$ cat config.mk
export PLATFORM = sky130hd
export DESIGN_NAME = trig_sio
export DESIGN_NICKNAME = d
export VERILOG_FILES = /design/src/rtl/trig_sio_pkg.sv /design/src/rtl/trig_sio_clkgen.sv /design/src/rtl/trig_sio_shifter.sv /design/src/rtl/trig_sio.sv
export SDC_FILE = /design/constraint.sdc
export NUM_CORES = 1
export LEC_CHECK = 0
export ABC_AREA = 1
export ABC_CLOCK_PERIOD_IN_PS = 1600
export BUFFER_PORTS_ARGS = -buffer_cell sky130_fd_sc_hd__buf_4
export CAP_MARGIN = 20
export CORE_UTILIZATION = 45
export CTS_CLUSTER_SIZE = 12
export DETAILED_ROUTE_END_ITERATION = 8
export PLACE_DENSITY_LB_ADDON = 0.3
export SYNTH_ARGS = -nofsm -noshare
export SYNTH_HDL_FRONTEND = slang
export SYNTH_SLANG_ARGS = --single-unit
$ cat constraint.sdc
create_clock -name clk -period 1.6 [get_ports clk]
set_input_delay 0.4 -clock clk [delete_from_list [all_inputs] [get_ports clk]]
set_output_delay 0.4 -clock clk [all_outputs]
set_load 0.02 [all_outputs]
$ cat src/rtl/trig_sio_pkg.sv
package trig_sio_pkg;

   typedef struct packed {
      logic slave;
      logic msb_first;
      logic enable;
   } sio_ctrl_t;

   localparam int unsigned NIB_W = 4;

endpackage

$ cat src/rtl/trig_sio_clkgen.sv
module trig_sio_clkgen #(
   parameter int unsigned HALF_TICKS  = 2,
   parameter int unsigned SYNC_STAGES = 2
) (
   input  logic clk,
   input  logic rst_n,
   input  logic run,
   input  logic slave,
   input  logic tick_en,
   input  logic sclk_in,
   output logic fall_ev,
   output logic rise_ev,
   output logic sclk_out
);

   localparam int unsigned CNT_W = (HALF_TICKS > 1) ? $clog2(HALF_TICKS) : 1;

   if (HALF_TICKS < 1) begin : g_bad_half
      $error("HALF_TICKS must be at least 1");
   end
   if (SYNC_STAGES < 2) begin : g_bad_sync
      $error("SYNC_STAGES must be at least 2");
   end

   logic sclk_q;
   logic half_done;
   logic m_fall, m_rise;
   logic s_fall, s_rise;

   // master divider: counter variant or direct toggle variant
   if (HALF_TICKS == 1) begin : g_direct
      assign half_done = tick_en;
   end else begin : g_count
      logic [CNT_W-1:0] cnt_q;
      always_ff @(posedge clk or negedge rst_n) begin
         if (!rst_n) begin
            cnt_q <= '0;
         end else if (!run || slave) begin
            cnt_q <= '0;
         end else if (tick_en) begin
            if (cnt_q == CNT_W'(HALF_TICKS - 1)) cnt_q <= '0;
            else                                 cnt_q <= cnt_q + 1'b1;
         end
      end
      assign half_done = tick_en && (cnt_q == CNT_W'(HALF_TICKS - 1));
   end

   always_ff @(posedge clk or negedge rst_n) begin
      if (!rst_n) begin
         sclk_q <= 1'b1;
      end else if (!run || slave) begin
         sclk_q <= 1'b1;
      end else if (half_done) begin
         sclk_q <= ~sclk_q;
      end
   end

   assign m_fall = run && !slave && half_done && sclk_q;
   assign m_rise = run && !slave && half_done && !sclk_q;

   // external clock synchroniser chain plus one delay stage for edge detect
   logic [SYNC_STAGES:0] sync_q;
   always_ff @(posedge clk or negedge rst_n) begin
      if (!rst_n) sync_q[0] <= 1'b1;
      else        sync_q[0] <= sclk_in;
   end
   for (genvar s = 1; s <= SYNC_STAGES; s++) begin : g_sync
      always_ff @(posedge clk or negedge rst_n) begin
         if (!rst_n) sync_q[s] <= 1'b1;
         else        sync_q[s] <= sync_q[s-1];
      end
   end

   assign s_rise = run && slave && sync_q[SYNC_STAGES-1] && !sync_q[SYNC_STAGES];
   assign s_fall = run && slave && !sync_q[SYNC_STAGES-1] && sync_q[SYNC_STAGES];

   assign fall_ev  = m_fall || s_fall;
   assign rise_ev  = m_rise || s_rise;
   assign sclk_out = sclk_q;

   a_r6_single_edge: assert property (@(posedge clk) disable iff (!rst_n)
      !(fall_ev && rise_ev));

   a_r8_slave_clock_high: assert property (@(posedge clk) disable iff (!rst_n)
      slave |=> sclk_out);

endmodule

$ cat src/rtl/trig_sio_shifter.sv
module trig_sio_shifter #(
   parameter int unsigned DATA_W = 8
) (
   input  logic              clk,
   input  logic              rst_n,
   input  logic              start,
   input  logic              fall_ev,
   input  logic              rise_ev,
   input  logic              sdi,
   input  logic [DATA_W/4-1:0] wr_nib_en,
   input  logic [3:0]        wr_nib,
   input  logic              order_in,
   output logic [DATA_W-1:0] data,
   output logic              sdo,
   output logic              busy,
   output logic              done_pulse
);

   localparam int unsigned NIB   = DATA_W / 4;
   localparam int unsigned CNT_W = $clog2(DATA_W + 1);

   if (DATA_W < 4 || (DATA_W % 4) != 0) begin : g_bad_width
      $error("DATA_W must be a positive multiple of 4");
   end

   logic [DATA_W-1:0] shreg_q;
   logic [CNT_W-1:0]  bits_q;
   logic              busy_q;
   logic              order_q;
   logic              sdo_q;
   logic              last_bit;

   assign last_bit = (bits_q == CNT_W'(DATA_W - 1));

   always_ff @(posedge clk or negedge rst_n) begin
      if (!rst_n) begin
         shreg_q <= '0;
         order_q <= 1'b0;
      end else if (!busy_q) begin
         for (int n = 0; n < NIB; n++) begin
            if (wr_nib_en[n]) shreg_q[4*n +: 4] <= wr_nib;
         end
         if (|wr_nib_en) order_q <= order_in;
      end else if (rise_ev) begin
         if (order_q) shreg_q <= {shreg_q[DATA_W-2:0], sdi};
         else         shreg_q <= {sdi, shreg_q[DATA_W-1:1]};
      end
   end

   always_ff @(posedge clk or negedge rst_n) begin
      if (!rst_n) begin
         busy_q <= 1'b0;
         bits_q <= '0;
      end else if (start && !busy_q) begin
         busy_q <= 1'b1;
         bits_q <= '0;
      end else if (busy_q && rise_ev) begin
         bits_q <= bits_q + 1'b1;
         if (last_bit) busy_q <= 1'b0;
      end
   end

   always_ff @(posedge clk or negedge rst_n) begin
      if (!rst_n)                sdo_q <= 1'b1;
      else if (busy_q && fall_ev) sdo_q <= order_q ? shreg_q[DATA_W-1] : shreg_q[0];
   end

   assign data       = shreg_q;
   assign sdo        = sdo_q;
   assign busy       = busy_q;
   assign done_pulse = busy_q && rise_ev && last_bit;

   a_r9_count_bound: assert property (@(posedge clk) disable iff (!rst_n)
      bits_q <= CNT_W'(DATA_W));

   a_r4_idle_hold: assert property (@(posedge clk) disable iff (!rst_n)
      (!busy_q && !(|wr_nib_en)) |=> $stable(shreg_q));

   a_r6_sdo_on_fall: assert property (@(posedge clk) disable iff (!rst_n)
      !fall_ev |=> $stable(sdo_q));

endmodule

$ cat src/rtl/trig_sio.sv
module trig_sio
   import trig_sio_pkg::*;
#(
   parameter int unsigned DATA_W      = 8,
   parameter int unsigned HALF_TICKS  = 2,
   parameter int unsigned SYNC_STAGES = 2,
   parameter int unsigned ADDR_W      = 2
) (
   input  logic              clk,
   input  logic              rst_n,
   input  logic              reg_we,
   input  logic              reg_re,
   input  logic [ADDR_W-1:0] reg_addr,
   input  logic [3:0]        reg_wdata,
   output logic [3:0]        reg_rdata,
   input  logic              tick_en,
   input  logic              sclk_in,
   input  logic              sdi,
   output logic              sclk_out,
   output logic              sdo,
   output logic              done_o
);

   localparam int unsigned NIB    = DATA_W / NIB_W;
   localparam int unsigned CTRL_A = NIB;
   localparam int unsigned CMD_A  = NIB + 1;

   if (CMD_A >= (1 << ADDR_W)) begin : g_bad_addr
      $error("ADDR_W too narrow for the register map");
   end

   sio_ctrl_t         ctrl_q;
   logic              armed_q;
   logic              done_q;
   logic              busy;
   logic              done_pulse;
   logic              fall_ev, rise_ev;
   logic [DATA_W-1:0] data;
   logic [NIB-1:0]    wr_nib_en;
   logic              data_sel;
   logic              start_cmd;
   logic              accept;
   logic [3:0]        nib_rd;

   assign data_sel  = 32'(reg_addr) < NIB;
   assign start_cmd = reg_we && (32'(reg_addr) == CMD_A) && reg_wdata[0];
   assign accept    = start_cmd && armed_q && ctrl_q.enable && !busy;

   always_comb begin
      for (int n = 0; n < NIB; n++) begin
         wr_nib_en[n] = reg_we && !busy && (32'(reg_addr) == n);
      end
   end

   always_ff @(posedge clk or negedge rst_n) begin
      if (!rst_n) begin
         ctrl_q  <= '0;
         armed_q <= 1'b0;
         done_q  <= 1'b0;
      end else begin
         if (reg_we && (32'(reg_addr) == CTRL_A)) ctrl_q <= sio_ctrl_t'(reg_wdata[2:0]);
         if (accept)                                        armed_q <= 1'b0;
         else if ((reg_we || reg_re) && data_sel && !busy)  armed_q <= 1'b1;
         if (accept)          done_q <= 1'b0;
         else if (done_pulse) done_q <= 1'b1;
      end
   end

   always_comb begin
      nib_rd = '0;
      for (int n = 0; n < NIB; n++) begin
         if (32'(reg_addr) == n) nib_rd = data[4*n +: 4];
      end
   end

   always_comb begin
      if (data_sel)                        reg_rdata = nib_rd;
      else if (32'(reg_addr) == CTRL_A)    reg_rdata = {1'b0, ctrl_q};
      else if (32'(reg_addr) == CMD_A)     reg_rdata = {1'b0, armed_q, done_q, busy};
      else                                 reg_rdata = '0;
   end

   trig_sio_clkgen #(
      .HALF_TICKS (HALF_TICKS),
      .SYNC_STAGES(SYNC_STAGES)
   ) u_clkgen (
      .clk     (clk),
      .rst_n   (rst_n),
      .run     (busy),
      .slave   (ctrl_q.slave),
      .tick_en (tick_en),
      .sclk_in (sclk_in),
      .fall_ev (fall_ev),
      .rise_ev (rise_ev),
      .sclk_out(sclk_out)
   );

   trig_sio_shifter #(
      .DATA_W(DATA_W)
   ) u_shifter (
      .clk       (clk),
      .rst_n     (rst_n),
      .start     (accept),
      .fall_ev   (fall_ev),
      .rise_ev   (rise_ev),
      .sdi       (sdi),
      .wr_nib_en (wr_nib_en),
      .wr_nib    (reg_wdata),
      .order_in  (ctrl_q.msb_first),
      .data      (data),
      .sdo       (sdo),
      .busy      (busy),
      .done_pulse(done_pulse)
   );

   assign done_o = done_q;

   a_r3_start_needs_arm: assert property (@(posedge clk) disable iff (!rst_n)
      $rose(busy) |-> $past(armed_q && ctrl_q.enable));

   a_r5_idle_high: assert property (@(posedge clk) disable iff (!rst_n)
      !busy |-> sclk_out);

   a_r9_done_after_busy: assert property (@(posedge clk) disable iff (!rst_n)
      $fell(busy) |-> done_q);

endmodule

## After elaboration in Yosys (flattened, before gate mapping)

Index checks and enable logic that the tools add are counted.

- Register bits after elaboration: 25
- Input bits: 13
- Output and inout bits: 7
- Logic and storage cells: 99

- Add/subtract/negate cells: 2
- Order comparisons: 1
- Equal/unequal tests: 5
- Muxes and demuxes: 25
- Bitwise logic cells: 2
- Reduce and logical (&&, ||, !) cells: 48

Operator list:

| cell | number |
|---|---|
| 2-to-1 mux 4 bit | 7 |
| logical AND 1 bit | 25 |
| 2-to-1 mux 8 bit | 3 |
| nonzero test 2 bit | 8 |
| 2-to-1 mux 1 bit | 13 |
| AND reduction 2 bit | 4 |
| 2-to-1 mux 3 bit | 2 |
| zero test 1 bit | 5 |
| adder 4 x 1 -> 4 bit, second input constant | 1 |
| equality test 2 bit, second input constant | 2 |
| equality test 4 x 3 -> 1 bit, second input constant | 1 |
| logical OR 1 bit | 4 |
| equality test 2 x 1 -> 1 bit, second input constant | 1 |
| zero test 2 bit | 1 |
| < comparator 2 bit, second input constant | 1 |
| != test 2 x 1 -> 1 bit, second input constant | 1 |
| NOT 1 bit | 2 |
| OR reduction 2 bit | 1 |
| adder 1 bit, second input constant | 1 |

## Longest topological paths before layout

- Word-level depth: 9
- Depth in mapped cells: 8
- Depth with buffers taken out: 7

## Modules after synthesis

Synthesis repeated with hierarchy kept, for this count alone.

- Cells, all modules: 218
- Area total of the unflattened synthesis: 1478.9 um^2

Modules (own cells, without submodules):

| module | times used | cells an instance | area each (um^2) | sequential area each (um^2) |
|---|---|---|---|---|
| trig_sio_shifter | 1 | 132 | 867.1 | 376.6 |
| trig_sio | 1 | 58 | 380.4 | 125.1 |
| trig_sio_clkgen | 1 | 28 | 231.5 | 130.1 |

## Worst setup path after synthesis

No wires, ideal clock.

- Kind: in2out
- Start: input port reg_addr[1]
- End: output port reg_rdata[3]
- Arrival time: 1.275 ns
- Data required time: 1.200 ns
- Setup slack: -0.075 ns
- Stages on the path: 4
- Path buffers: 1
- Cell sequence: buf_2 > nor2_1 > inv_1 > o21ai_0

- Cells in the longest elaborated chain, start to end: 4
- Elaborated cells between the ends (all ways): 6
- Classes of those cells: order compare: 1; eq/ne: 1; mux: 3; reduce/logical: 1

RTL lines:

| item | RTL line | RTL |
|---|---|---|
| start, declared | trig_sio.sv:13 | `input logic [ADDR_W-1:0] reg_addr,` |
| zero test 2 bit | trig_sio.sv:72 | `if (32'(reg_addr) == n) nib_rd = data[4*n +: 4];` |
| 2-to-1 mux 4 bit (2 in a row) | trig_sio.sv:72 |  |
| 2-to-1 mux 4 bit (*) | trig_sio.sv:77 | `if (data_sel) reg_rdata = nib_rd;` |
| end, declared | trig_sio.sv:15 | `output logic [3:0] reg_rdata,` |

Every way passes the cells marked *; elsewhere a longest branch is shown, timed or not.

## Worst setup path in the final report

- Start: register u_shifter.shreg_q[5], in the netlist u_shifter.data[5]
- End: output port reg_rdata[1]

- Cells in the longest elaborated chain, start to end: 2

RTL lines:

| item | RTL line | RTL |
|---|---|---|
| start, declared | trig_sio_shifter.sv:26 | `logic [DATA_W-1:0] shreg_q;` |
| start signal, assigned by index | trig_sio_shifter.sv:41 | `if (wr_nib_en[n]) shreg_q[4*n +: 4] <= wr_nib;` |
| start signal, assigned | trig_sio_shifter.sv:45 | `if (order_q) shreg_q <= {shreg_q[DATA_W-2:0], sdi};` |
| start signal, assigned | trig_sio_shifter.sv:46 | `else shreg_q <= {sdi, shreg_q[DATA_W-1:1]};` |
| 2-to-1 mux 4 bit | trig_sio.sv:72 |  |
| 2-to-1 mux 4 bit | trig_sio.sv:77 |  |

No other way between the ends.

==> metrics <==
Comb power frac 44.9%; DR WL/cell 12.73 um; area of the multi-input gates 696.9 um2; Period minus WS final 1.606 ns; Leak Pwr 0.8915 nW; fillers 318; I/O Pins 20; Detail Route Antenna Nets 0; max-slew violations 0; Internal Power 1.399 mW; violated checks setup timing; critical path fanouts, max 2; PD cells 1391 nW/um2; met3 WL 171 um; share of layout cells above drive strength 1 27.44%; Layout Nets 230; Routed WL 3297 um; Final GP Congestion 0.8765; Synth Area per Inst 7.741 um2; total vias in the final route 1299; clock share of power 12.2%; CTS tree done; CP Launch Type flip-flop; register area 634.4 um2; NetSw 1.031 mW; DP Area 1642 um2; CP max stage cell dfrtp_1; clk sinks 25; vias in the first global route 1256; Initial Utilization 47.42%; RR Startpoint u_shifter.busy; htree depth 1; 1st-iter DRT viols 80; synthesized flop and latch total 25; Hold Crit Endpoint u_clkgen.sync_q[0]; synth unique cells 29; worst setup path start u_shifter.data[5]; Hold WC Path Type in2reg; final setup vio count 1; CP peak stage delay 0.42 ns; sw frac 42.43%; Max IR drop VDD 0.5511 mV; Die Width 58.72 um; CP required 1.20 ns; hold_sp sclk_in; cell count after placement 249; reg2reg path depth 6; sequential share of the synthesized area 43.65%; fmax 622.5 MHz; WS Path Type reg2out; die area 3448 um2; cell taking the most area after synthesis dfrtp_1; final routed DRC violation total 0; Syn Nets 201; detailed route wirelength on metal2 1505 um; drt first pass iters 4; Max Buffers Root-to-Sink 2; clock skew 0.005740 ns; GR Util All Layers 21.36%; initial antenna violation count 0; CTS Buf Count 3; WP data arrival 1.21 ns; Tightest Pin Transition 0.3913 ns; largest net degree at the start of global routing 26; Rel. slew slack 73.91%; core area 3053 um2; Max-cap violations 0; Reg power frac 42.9%; post-route cell area 1748 um2; reg-to-reg critical path endpoint u_shifter.bits_q[3]; met1 wire length 1544 um; PnR worst setup slack -0.006462 ns; first-pass GRT wire length 5602 um; Synth warnings 0; Fin. Hold Viols 0; I/O Buffers 19; Detail Placement HPWL 2388 um; grt total ovfl 0; clk slew on worst S/H paths 0.14 ns; Min-Delay Path Depth 1; Area Growth Syn to Fin 20.74%; crit path cell chain inv_2, o22ai_2, a21oi_2, nand2_1, buf_6; mapped cell area 1448 um2; row cnt 20; Non-Filler Instances 259; flop-to-flop setup slack 0.17 ns; Top Metal Used met4; vias per cell 5.015; RSZ-0062 raised after global routing yes; status finished, violations left; synth top area cells dfrtp_1 (35%), nand2_1 (12%), o21ai_0 (9.3%); Root Driver clkbuf_4; crit share post-route 100.4%; Critical Path Sink Type output pin; DIE HEIGHT 58.72 um; Mapped Cells 187; worst skew pair latency 0.33 ns; Yosys top cell area share 34.57%; antenna fix cells 0
-- worst max path at each step --
stage	end	depth (start not counted)
after global placement	reg_rdata[1]	7
after floorplan	reg_rdata[3]	4
final	reg_rdata[1]	5
after CTS	reg_rdata[1]	5
after detailed placement	reg_rdata[1]	7
after global routing	reg_rdata[1]	5
-- power by group through the flow --
stage	Clock, mW	Combinational [mW]	Sequential, mW
after floorplan	0	0.719	1.01
after global placement	0	0.920	1.08
after detailed placement	0	0.929	1.09
after CTS	0.296	1.05	1.04
after global routing	0.321	1.23	1.07
final	0.297	1.09	1.04
-- cell usage after synthesis (all sizes together) --
library cell,number
nand4,4
o22ai,1
o21ai,27
dfstp,5
inv,29
nand3,23
ha,1
nand3b,1
o2111ai,2
dfrtp,20
nor2,12
a21oi,5
o31ai,1
buf,4
nor3b,1
xor2,1
nor4,1
nand2,49
-- sequential cells by signal, summed over array words and instances (netlist names) --
register / flops
u_shifter.data: 8
u_clkgen.g_count.cnt_q: 1
u_shifter.order_q: 1
u_shifter.bits_q: 4
u_clkgen.sclk_out: 1
armed_q: 1
u_clkgen.sync_q: 3
done_o: 1
u_shifter.sdo: 1
u_shifter.busy: 1
ctrl_q: 3
-- kinds of logic after synthesis --
group,after synthesis,share of synthesized area (%)
and+or+nand+nor,91,31.72
AOI/OAI and AO/OA,36,13.48
buffers and inverters,33,9.680
DFF,25,43.65
xor gates and xnor gates,1,0.6051
adders and majority gates,1,0.8642
-- what timing repair did --
| item | in CTS | in global routing |
|---|---|---|
| hold buffers | 1 | 0 |
| endpoints found under the setup margin | 3 | 4 |
| pin swaps | 3 | 0 |
| hold endpoints to repair | 20 | 0 |
| gates resized for setup | 11 | 1 |
| setup buffers | 3 | 2 |
-- cells in the final DEF, fill, tap and decap left out, types with 2 or more instances in the layout --
cell	n
o21ai_0	26
nor2_1	9
inv_1	24
dfstp_2	5
nand3_1	20
nand2_2	2
a21oi_2	2
inv_2	4
nand2_1	46
dfrtp_2	2
buf_6	2
nand3_2	2
clkbuf_4	3
buf_4	25
a21oi_1	3
dfrtp_1	18
nor2_2	2
nand4_1	2
-- critical path, delay by kind of cell (launching register included) --
| family | cells | cell delay, ns |
|---|---|---|
| compound gates | 2 | 0.19 |
| buf+inv | 2 | 0.20 |
| flops | 1 | 0.42 |
| simple gates | 1 | 0.07 |
-- per-stage QoR --
stage                     utilization, %   TNS (ns)  power (mW)  worst slack, ns  hold slack (ns)
after floorplan                        -          0       1.734          0.07685           0.1044
after global placement             53.77  -0.007141       2.004        -0.007141           0.3258
after detailed placement           53.77   -0.02003       2.018         -0.02003           0.3233
after CTS                          56.64          0       2.386         0.003801           0.1619
after global routing               57.25    -0.1286       2.629         -0.07174           0.1506
final                              57.25  -0.006462       2.431        -0.006462           0.1552
-- metal layers --
metal  vias up  global-route usage, %
li1        669                      -
met1       586                  29.75
met2        35                  33.93
met3         9                  2.637
met4         0                  8.163
met5         -                      0
-- final cells by class --
class,instances,area share (%)
clock inverter,1,0.2863
tap,44,3.150
inverter,29,6.514
timing repair buffer,28,12.60
sequential,25,36.29
clock buffer,3,1.288
multi-input combinational,129,39.87
Power figures use the tool's default switching activity.
